==> src/rtl/asram_pkg.sv <==
package asram_pkg;

   typedef enum logic [2:0] {
      ST_PWRUP = 3'd0,
      ST_IDLE  = 3'd1,
      ST_READ  = 3'd2,
      ST_WREL  = 3'd3,
      ST_WDAT  = 3'd4,
      ST_GAP   = 3'd5
   } phase_e;

   // ceiling division for picosecond-to-cycle conversion
   function automatic int cdiv(input int num, input int den);
      return (num + den - 1) / den;
   endfunction

   function automatic int atleast1(input int v);
      return (v < 1) ? 1 : v;
   endfunction

   function automatic int imax(input int a, input int b);
      return (a > b) ? a : b;
   endfunction

endpackage

==> src/rtl/asram_req_latch.sv <==
module asram_req_latch #(
   parameter int ADDR_W = 17,
   parameter int DATA_W = 16,
   parameter int LANES  = 2
) (
   input  logic              clk,
   input  logic              rst_n,
   input  logic              take,
   input  logic [ADDR_W-1:0] in_addr,
   input  logic [DATA_W-1:0] in_data,
   input  logic [LANES-1:0]  in_mask,
   output logic [ADDR_W-1:0] q_addr,
   output logic [DATA_W-1:0] q_data,
   output logic [LANES-1:0]  q_mask
);

   always_ff @(posedge clk or negedge rst_n) begin
      if (!rst_n) begin
         q_addr <= '0;
         q_data <= '0;
         q_mask <= '0;
      end else if (take) begin
         q_addr <= in_addr;
         q_data <= in_data;
         q_mask <= in_mask;
      end
   end

endmodule

==> src/rtl/asram_phase_seq.sv <==
module asram_phase_seq
   import asram_pkg::*;
#(
   parameter int ACC_CYC  = 1,
   parameter int TURN_CYC = 1,
   parameter int DATA_CYC = 1,
   parameter int PWR_CYC  = 1
) (
   input  logic   clk,
   input  logic   rst_n,
   input  logic   host_req,
   input  logic   host_we,
   output logic   ready,
   output logic   accept,
   output logic   cap,
   output phase_e phase_d
);

   localparam int MAXC = imax(imax(ACC_CYC, TURN_CYC), imax(DATA_CYC, PWR_CYC));
   localparam int CW   = imax(1, $clog2(MAXC + 1));

   if (ACC_CYC < 1 || TURN_CYC < 1 || DATA_CYC < 1 || PWR_CYC < 1) begin : g_bad_cyc
      $error("asram_phase_seq: every phase needs at least one cycle");
   end

   phase_e          phase_q;
   logic [CW-1:0]   cnt_q, cnt_d;
   logic            last;

   assign last   = (cnt_q == '0);
   assign ready  = (phase_q == ST_IDLE);
   assign accept = ready && host_req;
   assign cap    = (phase_q == ST_READ) && last;

   always_comb begin
      phase_d = phase_q;
      cnt_d   = last ? cnt_q : cnt_q - CW'(1);
      unique case (phase_q)
         ST_PWRUP: if (last) phase_d = ST_IDLE;
         ST_IDLE: begin
            if (host_req) begin
               if (host_we) begin
                  phase_d = ST_WREL;
                  cnt_d   = CW'(TURN_CYC - 1);
               end else begin
                  phase_d = ST_READ;
                  cnt_d   = CW'(ACC_CYC - 1);
               end
            end
         end
         ST_READ: if (last) phase_d = ST_GAP;
         ST_WREL: begin
            if (last) begin
               phase_d = ST_WDAT;
               cnt_d   = CW'(DATA_CYC - 1);
            end
         end
         ST_WDAT: if (last) phase_d = ST_GAP;
         ST_GAP:  phase_d = ST_IDLE;
         default: phase_d = ST_IDLE;
      endcase
   end

   always_ff @(posedge clk or negedge rst_n) begin
      if (!rst_n) begin
         phase_q <= ST_PWRUP;
         cnt_q   <= CW'(PWR_CYC - 1);
      end else begin
         phase_q <= phase_d;
         cnt_q   <= cnt_d;
      end
   end

   // the only way into an access is from the idle phase
   p_entry_from_idle_r7: assert property (@(posedge clk) disable iff (!rst_n)
      (phase_q == ST_READ || phase_q == ST_WREL) && $changed(phase_q)
         |-> $past(phase_q) == ST_IDLE);

   // the write strobe phases always run in order
   p_wdat_after_wrel_r5: assert property (@(posedge clk) disable iff (!rst_n)
      $rose(phase_q == ST_WDAT) |-> $past(phase_q) == ST_WREL);

endmodule

==> src/rtl/asram_lane.sv <==
module asram_lane #(
   parameter bit ZERO_UNSEL = 1'b1
) (
   input  logic       clk,
   input  logic       rst_n,
   input  logic       acc_d,
   input  logic       drv_d,
   input  logic       en_d,
   input  logic       en_q,
   input  logic       cap,
   input  logic [7:0] din,
   output logic       be_n,
   output logic       dq_oe,
   output logic [7:0] rbyte
);

   always_ff @(posedge clk or negedge rst_n) begin
      if (!rst_n) begin
         be_n  <= 1'b1;
         dq_oe <= 1'b0;
      end else begin
         be_n  <= !(acc_d && en_d);
         dq_oe <= drv_d && en_d;
      end
   end

   if (ZERO_UNSEL) begin : g_zero_fill
      always_ff @(posedge clk or negedge rst_n) begin
         if (!rst_n)   rbyte <= '0;
         else if (cap) rbyte <= en_q ? din : 8'h00;
      end
   end else begin : g_keep_stale
      always_ff @(posedge clk or negedge rst_n) begin
         if (!rst_n)           rbyte <= '0;
         else if (cap && en_q) rbyte <= din;
      end
   end

   // a lane is driven only while its enable is asserted
   p_lane_drive_r6: assert property (@(posedge clk) disable iff (!rst_n)
      dq_oe |-> !be_n);

endmodule

==> src/rtl/asram_ctrl.sv <==
module asram_ctrl
   import asram_pkg::*;
#(
   parameter int ADDR_W     = 17,
   parameter int DATA_W     = 16,
   parameter int TCLK_PS    = 20000,
   parameter int T_ACC_PS   = 10000,
   parameter int T_WP_PS    = 7000,
   parameter int T_SU_PS    = 5000,
   parameter int T_REL_PS   = 5000,
   parameter int T_PWR_PS   = 100_000_000,
   parameter bit ZERO_UNSEL = 1'b1
) (
   input  logic                   clk,
   input  logic                   rst_n,
   input  logic                   host_req,
   input  logic                   host_we,
   input  logic [ADDR_W-1:0]      host_addr,
   input  logic [DATA_W-1:0]      host_wdata,
   input  logic [DATA_W/8-1:0]    host_mask,
   output logic                   host_ready,
   output logic [DATA_W-1:0]      host_rdata,
   output logic                   host_rvalid,
   output logic [ADDR_W-1:0]      mem_addr,
   output logic                   mem_ce_n,
   output logic                   mem_oe_n,
   output logic                   mem_we_n,
   output logic [DATA_W/8-1:0]    mem_be_n,
   output logic [DATA_W-1:0]      mem_dq_o,
   output logic [DATA_W/8-1:0]    mem_dq_oe,
   input  logic [DATA_W-1:0]      mem_dq_i
);

   localparam int LANES    = DATA_W / 8;
   localparam int ACC_CYC  = atleast1(cdiv(T_ACC_PS, TCLK_PS));
   localparam int TURN_CYC = atleast1(cdiv(T_REL_PS, TCLK_PS));
   localparam int SU_CYC   = cdiv(T_SU_PS, TCLK_PS);
   localparam int WP_CYC   = cdiv(T_WP_PS, TCLK_PS);
   localparam int DATA_CYC = atleast1(imax(SU_CYC, WP_CYC - TURN_CYC));
   localparam int PWR_CYC  = atleast1(cdiv(T_PWR_PS, TCLK_PS));

   if (DATA_W < 8 || DATA_W % 8 != 0) begin : g_bad_width
      $error("asram_ctrl: DATA_W must be a non-zero multiple of 8");
   end
   if (ADDR_W < 1) begin : g_bad_addr
      $error("asram_ctrl: ADDR_W must be positive");
   end
   if (TCLK_PS < 1 || T_ACC_PS < 0 || T_WP_PS < 0 || T_SU_PS < 0 ||
       T_REL_PS < 0 || T_PWR_PS < 0) begin : g_bad_time
      $error("asram_ctrl: timing parameters out of range");
   end

   phase_e           phase_d;
   logic             accept, cap;
   logic             acc_d, wr_d, drv_d;
   logic [LANES-1:0] lat_mask, mask_d;
   logic [DATA_W-1:0] lat_data;

   asram_phase_seq #(
      .ACC_CYC  (ACC_CYC),
      .TURN_CYC (TURN_CYC),
      .DATA_CYC (DATA_CYC),
      .PWR_CYC  (PWR_CYC)
   ) u_seq (
      .clk      (clk),
      .rst_n    (rst_n),
      .host_req (host_req),
      .host_we  (host_we),
      .ready    (host_ready),
      .accept   (accept),
      .cap      (cap),
      .phase_d  (phase_d)
   );

   asram_req_latch #(
      .ADDR_W (ADDR_W),
      .DATA_W (DATA_W),
      .LANES  (LANES)
   ) u_lat (
      .clk     (clk),
      .rst_n   (rst_n),
      .take    (accept),
      .in_addr (host_addr),
      .in_data (host_wdata),
      .in_mask (host_mask),
      .q_addr  (mem_addr),
      .q_data  (lat_data),
      .q_mask  (lat_mask)
   );

   assign mem_dq_o = lat_data;
   assign acc_d    = (phase_d == ST_READ) || (phase_d == ST_WREL) || (phase_d == ST_WDAT);
   assign wr_d     = (phase_d == ST_WREL) || (phase_d == ST_WDAT);
   assign drv_d    = (phase_d == ST_WDAT);
   assign mask_d   = accept ? host_mask : lat_mask;

   always_ff @(posedge clk or negedge rst_n) begin
      if (!rst_n) begin
         mem_ce_n    <= 1'b1;
         mem_we_n    <= 1'b1;
         mem_oe_n    <= 1'b1;
         host_rvalid <= 1'b0;
      end else begin
         mem_ce_n    <= !acc_d;
         mem_we_n    <= !wr_d;
         mem_oe_n    <= !(phase_d == ST_READ);
         host_rvalid <= cap;
      end
   end

   for (genvar i = 0; i < LANES; i++) begin : g_lane
      asram_lane #(
         .ZERO_UNSEL (ZERO_UNSEL)
      ) u_lane (
         .clk   (clk),
         .rst_n (rst_n),
         .acc_d (acc_d),
         .drv_d (drv_d),
         .en_d  (mask_d[i]),
         .en_q  (lat_mask[i]),
         .cap   (cap),
         .din   (mem_dq_i[8*i +: 8]),
         .be_n  (mem_be_n[i]),
         .dq_oe (mem_dq_oe[i]),
         .rbyte (host_rdata[8*i +: 8])
      );
   end

   // ---------------- assertions ----------------
   logic up_seen;
   always_ff @(posedge clk or negedge rst_n) begin
      if (!rst_n)          up_seen <= 1'b0;
      else if (host_ready) up_seen <= 1'b1;
   end

   p_no_access_pwrup_r1: assert property (@(posedge clk) disable iff (!rst_n)
      !up_seen && !host_ready |-> mem_ce_n);

   p_rvalid_after_read_r2: assert property (@(posedge clk) disable iff (!rst_n)
      host_rvalid |-> $past(!mem_oe_n) && mem_oe_n);

   p_rvalid_single_r2: assert property (@(posedge clk) disable iff (!rst_n)
      host_rvalid |=> !host_rvalid);

   p_lanes_idle_r3: assert property (@(posedge clk) disable iff (!rst_n)
      mem_ce_n |-> (&mem_be_n));

   p_oe_off_in_write_r5: assert property (@(posedge clk) disable iff (!rst_n)
      !mem_we_n |-> mem_oe_n);

   p_no_drive_at_wstart_r5: assert property (@(posedge clk) disable iff (!rst_n)
      $fell(mem_we_n) |-> (mem_dq_oe == '0));

   p_drive_only_in_write_r6: assert property (@(posedge clk) disable iff (!rst_n)
      (|mem_dq_oe) |-> (!mem_we_n && !mem_ce_n && mem_oe_n));

   p_gap_before_read_r7: assert property (@(posedge clk) disable iff (!rst_n)
      $fell(mem_oe_n) |-> $past(mem_ce_n));

   p_gap_before_write_r7: assert property (@(posedge clk) disable iff (!rst_n)
      $fell(mem_we_n) |-> $past(mem_ce_n));

   p_ready_means_idle_r7: assert property (@(posedge clk) disable iff (!rst_n)
      host_ready |-> mem_ce_n);

endmodule

==> config.mk <==
export PLATFORM = sky130hd
export DESIGN_NAME = asram_ctrl
export DESIGN_NICKNAME = d
export VERILOG_FILES = /design/src/rtl/asram_pkg.sv /design/src/rtl/asram_req_latch.sv /design/src/rtl/asram_phase_seq.sv /design/src/rtl/asram_lane.sv /design/src/rtl/asram_ctrl.sv
export SDC_FILE = /design/constraint.sdc
export NUM_CORES = 1
export LEC_CHECK = 0
export ABC_AREA = 1
export BUFFER_PORTS_ARGS = -buffer_cell sky130_fd_sc_hd__buf_2
export CAP_MARGIN = 20
export CORE_MARGIN = 3
export CORE_UTILIZATION = 45
export DETAILED_ROUTE_END_ITERATION = 8
export PLACE_DENSITY = 0.82
export SYNTH_ARGS = -nofsm -noshare
export SYNTH_HDL_FRONTEND = slang
export SYNTH_SLANG_ARGS = --single-unit
==> constraint.sdc <==
create_clock -name clk -period 1.5 [get_ports clk]
set_input_delay 0.375 -clock clk [delete_from_list [all_inputs] [get_ports clk]]
set_output_delay 0.375 -clock clk [all_outputs]
set_load 0.01 [all_outputs]
[Word-level counts from Yosys, hierarchy flattened]
Index checks and enable logic that the tools add are counted.
Word-level totals
  input bits: 55
  word-level logic and storage cells: 53
  output and inout port bits: 58
  flip-flop bits (word level): 75
Operators by class
  mux-type cells: 13
  add/sub/neg operators: 1
  reduce and logical (&&, ||, !) cells: 17
  eq/ne operators: 7
Operators with widths (number)
  $mux 13: 3
  $pmux 13 s2: 1
  $mux 8: 2
  $logic_not 13->1: 1
  $sub 13x1->13 const B: 1
  $eq 3x2->1 const B: 4
  $mux 3: 4
  $pmux 3 s4: 1
  $eq 3x3->1 const B: 2
  $logic_and 1x1->1: 6
  $logic_not 1->1: 5
  $eq 3x1->1 const B: 1
  $logic_not 3->1: 1
  $logic_or 1x1->1: 3
  $mux 2: 1
  $reduce_or 2->1: 1
  $mux 1: 1

[Logic depth before layout (Yosys ltp)]
Gate-level depths: netlist of the first run.
  depth after elaboration: 8
  mapped depth: 11
  mapped depth without buffers: 11

[Hierarchy]
Synthesis of the first run repeated with hierarchy kept, for this count alone.
Second synthesis, totals
  cells, all modules: 380
  area, all modules: 3285.7 um^2
By module, submodules not included
  asram_req_latch: seq. area each 875.8 um^2, area each 1382.6 um^2, instances 1, cells each 148
  asram_phase_seq: seq. area each 409.1 um^2, area each 948.4 um^2, instances 1, cells each 128
  asram_lane: seq. area each 251.5 um^2, area each 382.9 um^2, instances 2, cells each 40
  asram_ctrl: seq. area each 103.8 um^2, area each 188.9 um^2, instances 1, cells each 24

[Worst setup path before layout of the first run]
No wires, ideal clock.
  kind: register -> register
  from: register u_seq.cnt_q[0]
  to: register u_seq.cnt_q[0]
  stages on the path, launching flop included: 9
  arrival time: 1.573 ns
  setup time: 0.079 ns
  required time: 1.421 ns
  clock period less this slack: 1.652 ns
  setup slack: -0.152 ns
  buffers on the path: 1
  cell sequence: dfstp_2 inv_1 ha_1 nand2_2 nor2_4 nand2_4 buf_6 ha_1 o21ai_0
On the way
  word-level cells in the longest chain between the ends: 4
  elaborated cells between the ends (all ways): 6
  those cells by class: add/sub: 1; mux: 4; reduce/logical: 1
Ends and longest elaborated chain
  start, declared: line asram_phase_seq.sv:27  | logic [CW-1:0] cnt_q, cnt_d;
  start signal, assigned: line asram_phase_seq.sv:67  | cnt_q <= CW'(PWR_CYC - 1);
  start signal, assigned: line asram_phase_seq.sv:70  | cnt_q <= cnt_d;
  $sub 13x1->13 or $logic_not 13->1 (tied branches): line asram_phase_seq.sv:37, asram_phase_seq.sv:30
  $mux 13: line asram_phase_seq.sv:37  | cnt_d = last ? cnt_q : cnt_q - CW'(1);
  $mux 13, on equally long branches: line asram_phase_seq.sv:53, asram_phase_seq.sv:41
  $pmux 13 s2 (*): line asram_phase_seq.sv:38  | unique case (phase_q)
  via u_seq.cnt_d[0]: line asram_phase_seq.sv:27
Mark *: on every way through the listed nets, which the timed path passes. The rest lies on a longest branch.
A chain may end at the register's enable or synchronous reset.

[Worst setup path after layout of the first run]
  from: register u_seq.cnt_q[0]
  to: register g_lane[1].u_lane.be_n
On the way
  word-level cells in the longest chain between the ends: 8
  elaborated cells between the ends (all ways): 12
  those cells by class: eq/ne: 3; mux: 4; reduce/logical: 5
Ends and longest elaborated chain
  $logic_not 13->1 (*): line asram_phase_seq.sv:30  | assign last = (cnt_q == '0);
  $mux 3, on equally long branches
  $pmux 3 s4 (*): line asram_phase_seq.sv:38
  via phase_d[2]: line asram_ctrl.sv:53  | phase_e phase_d;
  $eq 3x2->1: line asram_ctrl.sv:92  | assign acc_d = (phase_d == ST_READ) || (phase_d == ST_WREL) || (phase_d == ST_WDAT);
  $logic_or 1x1->1: line asram_ctrl.sv:92
  $logic_or 1x1->1 (*): line asram_ctrl.sv:92
  $logic_and 1x1->1 (*): line asram_lane.sv:22  | be_n <= !(acc_d && en_d);
  $logic_not 1->1 (*): line asram_lane.sv:22
  end signal, assigned: line asram_lane.sv:22
  end, declared: line asram_lane.sv:12  | output logic be_n,
Marks and branches as above.

==> impl_metrics.env, run 1 <==
export IMPL_outcome="finished, violations left"
export IMPL_failed_checks="negative setup slack"
export IMPL_ys_seq_area_share_pct=58.4
export IMPL_pwr_share_comb_pct=6.5
export IMPL_avgSynthCellArea_um2=8.97
export IMPL_dieArea_mm2=0.00825
export IMPL_reg2reg_depth=10
export IMPL_io_pins=113
export IMPL_rows=30
export IMPL_dpl_hpwl_mm=5.58
export IMPL_worstPathMaxFanout=5
export IMPL_start_util_pct=47.1
export IMPL_wl_per_cell_um=14.3
export IMPL_wirelength_mm=8.91
export IMPL_worst_slack_ns=-0.0984
export IMPL_antenna_found_initial=0
export IMPL_p_clk_share_pct=38.7
export IMPL_p_switching_mw=1.03
export IMPL_cts_tree="built"
export IMPL_fin_nets=577
export IMPL_gp_congestion=0.885
export IMPL_worstMarginPinSlew_ns=0.333
export IMPL_clock_skew_final_ns=0.0181
export IMPL_vdd_drop_max_mv=0.651
export IMPL_drt_antenna_violating_nets=0
export IMPL_p_per_area_mw_per_mm2=824
export IMPL_grt_pass1_wl_mm=13.3
export IMPL_min_path_cells=3
export IMPL_synth_cell_type_count=35
export IMPL_overflow=0
export IMPL_rsz0062_at_grt="yes"
export IMPL_syn_instance_count=361
export IMPL_drv_cap=0
export IMPL_fill_cells=525
export IMPL_syn_num_nets=418
export IMPL_first_pass_iters=4
export IMPL_worstPathRequired_ns=1.81
export IMPL_timing_fmax_ghz=0.626
export IMPL_synth_seq_cells=75
export IMPL_placed_cells=581
export IMPL_whs_endpoint="u_lat.q_addr[16]"
export IMPL_clkTransAtPathRegs_ns=0.10
export IMPL_clkSinkCount=75
export IMPL_die_w_um=90.8
export IMPL_synth_warnings=0
export IMPL_switching_share_pct=26.6
export IMPL_antenna_cells=0
export IMPL_core_area_mm2=0.00687
export IMPL_finalHoldViolCount=0
export IMPL_place_ws_ns=-0.0823
export IMPL_reg2reg_from="u_seq.cnt_q[0]"
export IMPL_grt_max_degree=34
export IMPL_htree_levels=3
export IMPL_clk_path_buf_depth=2
export IMPL_p_int_mw=2.83
export IMPL_critPathCaptureType="flop"
export IMPL_clockRootBuffer="clkbuf_8"
export IMPL_cts_buffers=9
export IMPL_vias=2998
export IMPL_hp_class="in2reg"
export IMPL_crit_type="reg2reg"
export IMPL_cp_start_kind="flop"
export IMPL_seq_power_share_pct=54.7
export IMPL_route_detailed_drc=0
export IMPL_finalCriticalPeriod_ns=1.60
export IMPL_grt_total_usage_pct=19.8
export IMPL_drtIter0Drc=164
export IMPL_area_delta_synth_final_pct=44.6
export IMPL_slew_viol_final=0
export IMPL_p_leak_nw=2.43
export IMPL_setup_viol=32
export IMPL_relSlewSlack_pct=77.6
export IMPL_vias_per_cell=4.83
export IMPL_cp_data_arrival_time_ns=1.90
export IMPL_tns_ns=-1.01
export IMPL_r2r_end="g_lane[1].u_lane.be_n"
export IMPL_drive_gt1_share_pct=46.7
export IMPL_fp_dieH_um=90.8
export IMPL_portBuffers=112
export IMPL_netlist_area_mm2=0.00324
export IMPL_fin_cells=621
export IMPL_clkLatencyLatePin_ns=0.36
export IMPL_first_global_vias=2893
export IMPL_hold_start="host_addr[16]"
export IMPL_min_period_over_period_pct=107
export IMPL_ff2ff_setup_slack_ns=-0.1
==> critical path, cell delays in order, from the launching register on <==
cell and delay [ns]:
dfstp_2 0.38, inv_2 0.06, ha_4 0.14, nand2_4 0.06, nor2_4 0.17, nand2_4 0.12, buf_6 0.15, a21oi_4 0.20
nand3_4 0.13, nand2_4 0.10, nand2_2 0.04
==> area by class of cell <==
type                       instances  area (µm²)  area share (%)
clock buffer                       9         124            2.65
clock inverter                     7        65.1            1.39
inverter                          23         105            2.25
multi-input combinational        250        1330            28.4
sequential                        75        1890            40.4
tap                               96         120            2.57
timing repair buffer             161        1040            22.3
==> cells in the mapped netlist <==
cell / number / area share, %
a21oi_1: 1 / 0.15
a21oi_4: 2 / 1.0
a31o_2: 1 / 0.27
a31oi_1: 1 / 0.19
buf_2: 9 / 1.4
buf_4: 4 / 0.93
buf_6: 2 / 0.70
clkinv_2: 1 / 0.15
dfrtp_1: 63 / 49
dfstp_2: 12 / 9.7
ha_1: 2 / 0.77
inv_1: 18 / 2.1
inv_2: 4 / 0.46
nand2_1: 159 / 18
nand2_2: 3 / 0.58
nand2_4: 1 / 0.35
nand3_1: 20 / 3.1
nand3_2: 1 / 0.31
nand3b_1: 1 / 0.23
nand4_1: 1 / 0.19
nand4_4: 1 / 0.66
nor2_1: 23 / 2.7
nor2_2: 3 / 0.58
nor2_4: 3 / 1.0
nor3_1: 5 / 0.77
nor3_4: 1 / 0.50
o211ai_1: 1 / 0.23
o21a_1: 1 / 0.23
o21ai_0: 3 / 0.46
o21ai_1: 4 / 0.62
o21ai_2: 1 / 0.27
o21bai_1: 1 / 0.23
or2_1: 2 / 0.39
xnor2_1: 2 / 0.54
xor2_1: 4 / 1.1
==> cell usage in the layout, fill, tap and decap left out, drive strengths merged, types with 2 or more instances in the layout <==
cell type	count
nand2	164
buf	158
dfrtp	63
nor2	29
inv	26
nand3	21
dfstp	12
clkbuf	11
o21ai	8
nor3	6
xor2	4
a21oi	3
nand4	3
clkinvlp	2
xnor2	2
or2	2
clkinv	2
ha	2
==> power by group through the flow <==
stage | clock network [mW] | registers [mW] | logic (mW)
after CTS | 1.51 | 2.11 | 0.251
after floorplan | 0 | 2.16 | 0.0567
after global placement | 0 | 2.15 | 0.242
after detailed placement | 0 | 2.15 | 0.250
after global routing | 1.60 | 2.12 | 0.284
final | 1.49 | 2.11 | 0.253
==> how the worst max path moves through the flow <==
stage                     startpoint               endpoint  slack (ns)  depth (start not counted)
floorplan             u_seq.cnt_q[1]         u_seq.cnt_q[9]       -0.01                         10
global placement      u_seq.cnt_q[0]  g_lane[0].u_lane.be_n      -0.006                         10
detailed placement    u_seq.cnt_q[0]  g_lane[1].u_lane.be_n       -0.08                         10
CTS                 u_seq.phase_q[0]             host_ready       -0.04                          5
global route          u_seq.cnt_q[0]  g_lane[0].u_lane.be_n       -0.15                         10
finish                u_seq.cnt_q[0]  g_lane[1].u_lane.be_n        -0.1                         10
==> stage by stage <==
step	instance area (µm²)	util (%)	power, mW	hold WS (ns)
2_1_floorplan	3260	-	2.22	0.0794
3_3_place_gp	4090	59.5	2.39	0.259
3_5_place_dp	4090	59.5	2.40	0.259
4_1_cts	4390	63.9	3.87	0.206
5_1_grt	4680	68.1	4.01	0.211
6_report	4680	68.1	3.86	0.216
==> sequential cells by signal, summed over array words and instances (netlist names), 2 cells and up <==
signal and flops:
u_lat.q_addr 17, g_lane.u_lane.rbyte 16, u_lat.q_data 16, u_seq.cnt_q 13
u_seq.phase_q 3, g_lane.u_lane.be_n 2, g_lane.u_lane.dq_oe 2, u_lat.q_mask 2
==> cell families (layout without fill, tap and decap cells) <==
logic type               Yosys count  count (layout)  share of synthesized area, %
AO/OA/AOI/OAI                     16              16                          3.67
XOR/XNOR                           6               6                          1.62
adder cells (fa/ha/maj)            2               2                         0.773
buffers and inverters             38             200                          5.72
flip-flops                        75              75                          58.4
AND/OR/NAND/NOR                  224             226                          29.8
==> metal layers <==
layer	up-vias	global-route usage [%]	part of all wire, %
met2	108	34.3	50
met3	22	4.25	5.2
li1	1444	-	-
met1	1424	24.5	42
met5	-	0	0
met4	0	6.66	2.3
==> what timing repair did <==
| item | in CTS | in global routing |
|---|---|---|
| hold buffers | 1 | 0 |
| gates resized for setup | 16 | 38 |
| cloned | 1 | 3 |
| setup buffers | 7 | 12 |
| pin swaps | 10 | 15 |
| setup endpoints to repair | 32 | 67 |
| endpoints found under the hold margin | 10 | 0 |
No activity file was read; power rests on OpenSTA's default activity.
==> run 2, diff against run 1 <==
Settings changed: CORE_UTILIZATION 45 to 30, PLACE_DENSITY 0.82 to 0.6, SYNTH_HIERARCHICAL set to 1.
==> run 2 against run 1 <==
Against the previous run:
- maximum frequency grew 1.0%
- count of clock-buffer cells in the layout grew 3
- largest cell class unchanged
- die area grew 48%
- combinational power grew to 13 times the previous value
- clock skew shrank 0.011 ns
- non-clock buffer count shrank 2
- the run still ends with negative setup slack left
==> impl_metrics.env, run 2 <==
export IMPL_finalCriticalPeriod_ns=1.58
export IMPL_relSlewSlack_pct=75.5
export IMPL_cp_data_arrival_time_ns=1.86
export IMPL_largest_reg_flops=17
export IMPL_antenna_found_initial=0
export IMPL_clkSinkCount=75
export IMPL_fin_nets=595
export IMPL_worstMarginPinSlew_ns=0.367
export IMPL_vias_per_cell=4.37
export IMPL_critPathCaptureType="flop"
export IMPL_fin_util_pct=44.4
export IMPL_area_delta_synth_final_pct=42.0
export IMPL_yosys_area_top_type_share_pct=48.0
export IMPL_netlist_area_mm2=0.00329
export IMPL_grt_pass1_wl_mm=13.9
export IMPL_holdWs_ns=0.232
export IMPL_failed_checks="negative setup slack"
export IMPL_drv_cap=0
export IMPL_grt_max_degree=36
export IMPL_clkLatencyLatePin_ns=0.34
export IMPL_synth_edff_count=0
export IMPL_wirelength_mm=8.26
export IMPL_start_util_pct=31.3
export IMPL_dieArea_mm2=0.0122
export IMPL_ys_top_cells_by_count="nand2_1, dfrtp_1, inv_1"
export IMPL_gp_congestion=0.796
export IMPL_antenna_cells=0
export IMPL_final_cell_mix="nand2_1, buf_2, dfrtp_1, buf_4, inv_1"
export IMPL_overflow=0
export IMPL_clock_skew_final_ns=0.00735
export IMPL_yosys_cell_count_top_type="nand2_1"
export IMPL_die_w_um=111
export IMPL_drt_antenna_violating_nets=0
export IMPL_min_period_over_period_pct=106
export IMPL_syn_num_nets=437
export IMPL_synth_async_reset_ratio_pct=100
export IMPL_timing_fmax_ghz=0.632
export IMPL_rsz0062_at_grt="yes"
export IMPL_synth_ff_type="dfrtp_1"
export IMPL_synth_top_cells_by_area="dfrtp_1, nand2_1, dfstp_2"
export IMPL_syn_instance_count=380
export IMPL_grt_total_usage_pct=13.6
export IMPL_regArea_mm2=0.00189
export IMPL_p_per_area_mw_per_mm2=1790
export IMPL_finalHoldViolCount=0
export IMPL_clk_path_buf_depth=2
export IMPL_hp_class="in2reg"
export IMPL_synth_warnings=6
export IMPL_drive_gt1_share_pct=42.5
export IMPL_rows=37
export IMPL_vias=2965
export IMPL_slew_viol_final=0
export IMPL_portBuffers=112
export IMPL_p_leak_nw=2.65
export IMPL_synth_cell_type_count=28
export IMPL_dpl_hpwl_mm=5.96
export IMPL_drtIter0Drc=176
export IMPL_worst_slack_ns=-0.0826
export IMPL_core_area_mm2=0.0105
export IMPL_worstPathMaxFanout=6
export IMPL_first_pass_iters=4
export IMPL_final_common_cell="nand2_1"
export IMPL_fill_cells=1040
export IMPL_first_global_vias=3071
export IMPL_synth_top_cell_by_area="dfrtp_1"
export IMPL_largest_register="u_lat/q_addr"
export IMPL_route_detailed_drc=0
export IMPL_wl_per_cell_um=12.2
export IMPL_cts_buffers=9
export IMPL_vdd_drop_max_mv=0.712
export IMPL_fp_dieH_um=111
export IMPL_multi_input_area_mm2=0.00123
export IMPL_cts_tree="built"
export IMPL_io_pins=113
export IMPL_top_regs="u_lat/q_addr (17), g_lane.u_lane/rbyte (16), u_lat/q_data (16)"
export IMPL_outcome="finished, violations left"
export IMPL_ys_seq_area_share_pct=57.6
export IMPL_crit_type="reg2reg"
export IMPL_clockRootBuffer="clkbuf_8"
export IMPL_worstPathRequired_ns=1.78
export IMPL_htree_levels=3
export IMPL_cp_start_kind="flop"
export IMPL_setup_viol=15
export IMPL_avgSynthCellArea_um2=8.65
export IMPL_synth_seq_cells=75
export IMPL_clkTransAtPathRegs_ns=0.08
## run 2: final cells by class
cell class                      instances  share of cell area, %
Sequential cell                        75                   40.5
Multi-Input combinational cell        261                   26.4
Timing Repair Buffer                  159                   21.2
Tap cell                              136                   3.65
Clock buffer                           12                   3.11
Inverter                               32                   2.95
Clock inverter                          4                   2.09
## run 2: metal layers
metal	wire (µm)	vias up	GRT usage, %
li1	-	1480	-
met2	3950	86	22.1
met5	0	-	0
met3	538	15	4.15
met4	149	0	5.67
met1	3620	1384	16.8
## run 2: per-stage QoR
stage               cells  power, mW  area [µm²]  setup WS [ns]  TNS, ns
floorplan             380       4.94        3320         -0.117    -3.53
global placement      652       6.19        4250        -0.0345   -0.541
detailed placement    652       6.28        4250        -0.0620    -1.22
CTS                   675       8.32        4580        -0.0981   -0.379
global route          679       8.98        4670         -0.214    -3.75
finish                679       8.34        4670        -0.0826   -0.441
## run 2: logic make-up (layout without fill, tap and decap cells)
kind of cell / count (synthesis) / in the layout / synth area share [%]
AOI/OAI and AO/OA: 18 / 18 / 3.20
xor gates and xnor gates: 1 / 1 / 0.267
adders and majority gates: 2 / 2 / 0.761
buffers and inverters: 44 / 207 / 7.54
DFF: 75 / 75 / 57.6
and+or+nand+nor: 240 / 240 / 30.7
## run 2: worst max-delay path, stage by stage (launching register included)
cell	delay [ns]
dfstp_2	0.38
inv_2	0.07
ha_4	0.14
nand2_4	0.05
nor2_4	0.15
nand2_4	0.10
buf_4	0.15
buf_6	0.10
ha_1	0.27
o21ai_2	0.11
## run 2: power breakdown
part           switching, mW  internal [mW]
Combinational           1.87           1.41
Clock                  0.726           1.15
Sequential             0.414           2.77
Total                   3.01           5.33
## run 2: repair_timing
item | CTS | global route
endpoints found under the hold margin | 9 | 0
pin swaps | 6 | 4
hold buffers | 1 | 0
setup endpoints to repair | 59 | 70
resized for setup | 10 | 17
buffers inserted | 6 | 4
## run 2: worst paths after layout
check / start / end / slack, ns / cells after the start
worst max-delay path: u_seq/cnt_q[1] / u_seq/cnt_q[0] / -0.08 / 9
worst min-delay path: host_wdata[9] / u_lat/q_data[9] / 0.23 / 3
worst max register to register: u_seq/cnt_q[1] / u_seq/cnt_q[0] / -0.08 / 9
worst min register to register: u_lat/q_addr[5] / u_lat/q_addr[5] / 0.47 / 2
max in group asynchronous: rst_n / u_seq/cnt_q[7] / 0.53 / 3
min in group asynchronous: rst_n / g_lane[0].u_lane/rbyte[5] / 0.45 / 2
==> run 3, diff against run 2 <==
Settings changed: CTS_BUF_LIST set to sky130_fd_sc_hd__clkbuf_8 sky130_fd_sc_hd__clkbuf_16.
==> run 3 against run 2 <==
Against the previous run:
- cell area unchanged
- the run still ends with negative setup slack left
- routed wire length about the same
- clock power is essentially flat
- power shrank 0.15%
- core utilization unchanged
- largest cell class unchanged
- die area did not move
- critical endpoint unchanged
- critical path type unchanged
==> impl_metrics.env, run 3 (synthesized netlist as in run 2, its figures left out) <==
export IMPL_final_common_cell="nand2_1"
export IMPL_vdd_drop_max_mv=0.712
export IMPL_cpMaxStageDelayCell="dfstp_2"
export IMPL_clockRootBuffer="clkbuf_8"
export IMPL_crit_chain="inv_2 > ha_4 > nand2_4 > nor2_4 > nand2_4 > buf_4 > buf_6 > ha_1 > o21ai_2"
export IMPL_outcome="finished, violations left"
export IMPL_gp_congestion=0.796
export IMPL_antenna_found_initial=0
export IMPL_clk_path_buf_depth=2
export IMPL_rsz0062_at_grt="yes"
export IMPL_first_global_vias=3071
export IMPL_grt_max_degree=36
export IMPL_finalCriticalPeriod_ns=1.58
export IMPL_area_delta_synth_final_pct=42.0
export IMPL_htree_levels=3
export IMPL_p_int_mw=5.32
export IMPL_cts_buffers=9
export IMPL_route_detailed_drc=0
export IMPL_relSlewSlack_pct=75.5
export IMPL_fin_util_pct=44.4
export IMPL_reg2reg_from="u_seq/cnt_q[1]"
export IMPL_fin_nets=595
export IMPL_final_cell_mix="nand2_1, buf_2, dfrtp_1, buf_4, inv_1"
export IMPL_cts_tree="built"
export IMPL_wirelength_mm=8.26
export IMPL_clkLatencyLatePin_ns=0.34
export IMPL_grt_total_usage_pct=13.6
export IMPL_first_pass_iters=4
export IMPL_crit_type="reg2reg"
export IMPL_max_stage_delay_ns=0.38
export IMPL_vias=2967
export IMPL_wl_per_cell_um=12.2
export IMPL_min_period_over_period_pct=106
export IMPL_drive_gt1_share_pct=42.5
export IMPL_drtIter0Drc=189
export IMPL_vias_per_cell=4.37
export IMPL_timing_critical_path_mode_cell="nand2_4"
export IMPL_overflow=0
export IMPL_critPathCaptureType="flop"
export IMPL_worstMarginPinSlew_ns=0.367
export IMPL_p_per_area_mw_per_mm2=1780
export IMPL_portBuffers=112
export IMPL_min_path_cells=3
export IMPL_dieArea_mm2=0.0122
export IMPL_largest_register="u_lat/q_addr"
export IMPL_rows=37
export IMPL_start_util_pct=31.3
export IMPL_clkSinkCount=75
export IMPL_worstPathMaxFanout=6
export IMPL_cp_start_kind="flop"
export IMPL_antenna_cells=0
export IMPL_p_switching_mw=3.01
export IMPL_timing_fmax_ghz=0.632
export IMPL_p_leak_nw=2.66
export IMPL_worst_slack_ns=-0.0826
export IMPL_setup_viol=15
export IMPL_p_clk_share_pct=22.4
export IMPL_io_pins=113
export IMPL_top_regs="u_lat/q_addr (17), g_lane.u_lane/rbyte (16), u_lat/q_data (16)"
export IMPL_die_w_um=111
export IMPL_dpl_hpwl_mm=5.96
export IMPL_fp_dieH_um=111
export IMPL_drt_antenna_violating_nets=0
export IMPL_seq_power_share_pct=38.2
export IMPL_largest_reg_flops=17
export IMPL_grt_pass1_wl_mm=13.9
export IMPL_core_area_mm2=0.0105
export IMPL_hold_start="host_addr[6]"
export IMPL_clkTransAtPathRegs_ns=0.08
export IMPL_dpl_cell_area_mm2=0.00425
export IMPL_drv_cap=0
export IMPL_finalHoldViolCount=0
export IMPL_slew_viol_final=0
export IMPL_reg2reg_depth=9
export IMPL_hp_class="in2reg"
export IMPL_pwr_share_comb_pct=39.4
export IMPL_startpoint="u_seq/cnt_q[1]"
export IMPL_clock_skew_final_ns=0.00735
export IMPL_switching_share_pct=36.2
export IMPL_design_area_mm2=0.00467
export IMPL_cp_data_arrival_time_ns=1.86
export IMPL_failed_checks="negative setup slack"
export IMPL_worstPathRequired_ns=1.78
run 3: worst max-delay path: cells and delay by family, from the launching register on:
| kind | cells | cell delay (ns) |
|---|---|---|
| buffers and inverters | 3 | 0.32 |
| and+or+nand+nor | 3 | 0.30 |
| AOI/OAI and AO/OA | 1 | 0.11 |
| adders and majority gates | 2 | 0.41 |
| DFF | 1 | 0.38 |
run 3: layout make-up:
class                           count  area (µm²)
Tap cell                          136         170
Clock buffer                       10         138
Sequential cell                    75        1890
Fill cell                        1040        5840
Timing Repair Buffer              159         990
Clock inverter                      6         105
Inverter                           32         138
Multi-Input combinational cell    261        1230
run 3: layer usage:
metal / up-vias / GRT usage, % / part of all wire (%)
li1: 1479 / - / -
met1: 1387 / 16.8 / 44
met2: 86 / 22.1 / 48
met3: 15 / 4.15 / 6.5
met4: 0 / 5.67 / 1.8
met5: - / 0 / 0
run 3: metrics by stage:
step	worst slack, ns	hold WS, ns	TNS [ns]	power (mW)	std cells
CTS	-0.0981	0.206	-0.378	8.31	675
global placement	-0.0345	0.274	-0.541	6.19	652
global route	-0.214	0.226	-3.75	8.96	679
floorplan	-0.117	0.0794	-3.53	4.94	380
detailed placement	-0.0620	0.278	-1.22	6.28	652
finish	-0.0826	0.232	-0.439	8.33	679
run 3: power groups by stage:
stage,sequential (mW),clock (mW),combinational (mW)
6_report,3.18,1.87,3.28
5_1_grt,3.28,2.02,3.66
4_1_cts,3.19,1.93,3.19
3_5_place_dp,3.22,0,3.06
3_3_place_gp,3.20,0,2.99
2_1_floorplan,3.49,0,1.44
run 3: final timing paths:
check,end,slack (ns)
worst max-delay path,u_seq/cnt_q[0],-0.08
worst min-delay path,u_lat/q_addr[6],0.23
worst max register to register,u_seq/cnt_q[0],-0.08
worst min register to register,u_lat/q_addr[5],0.47
max in group asynchronous,u_seq/cnt_q[7],0.53
min in group asynchronous,g_lane[0].u_lane/rbyte[7],0.45
run 3: repair_timing:
action	4_1_cts	5_1_grt
pin swaps	6	4
buffers inserted	6	4
hold buffers	1	0
endpoints found under the hold margin	9	0
resized for setup	10	17
endpoints found under the setup margin	59	70
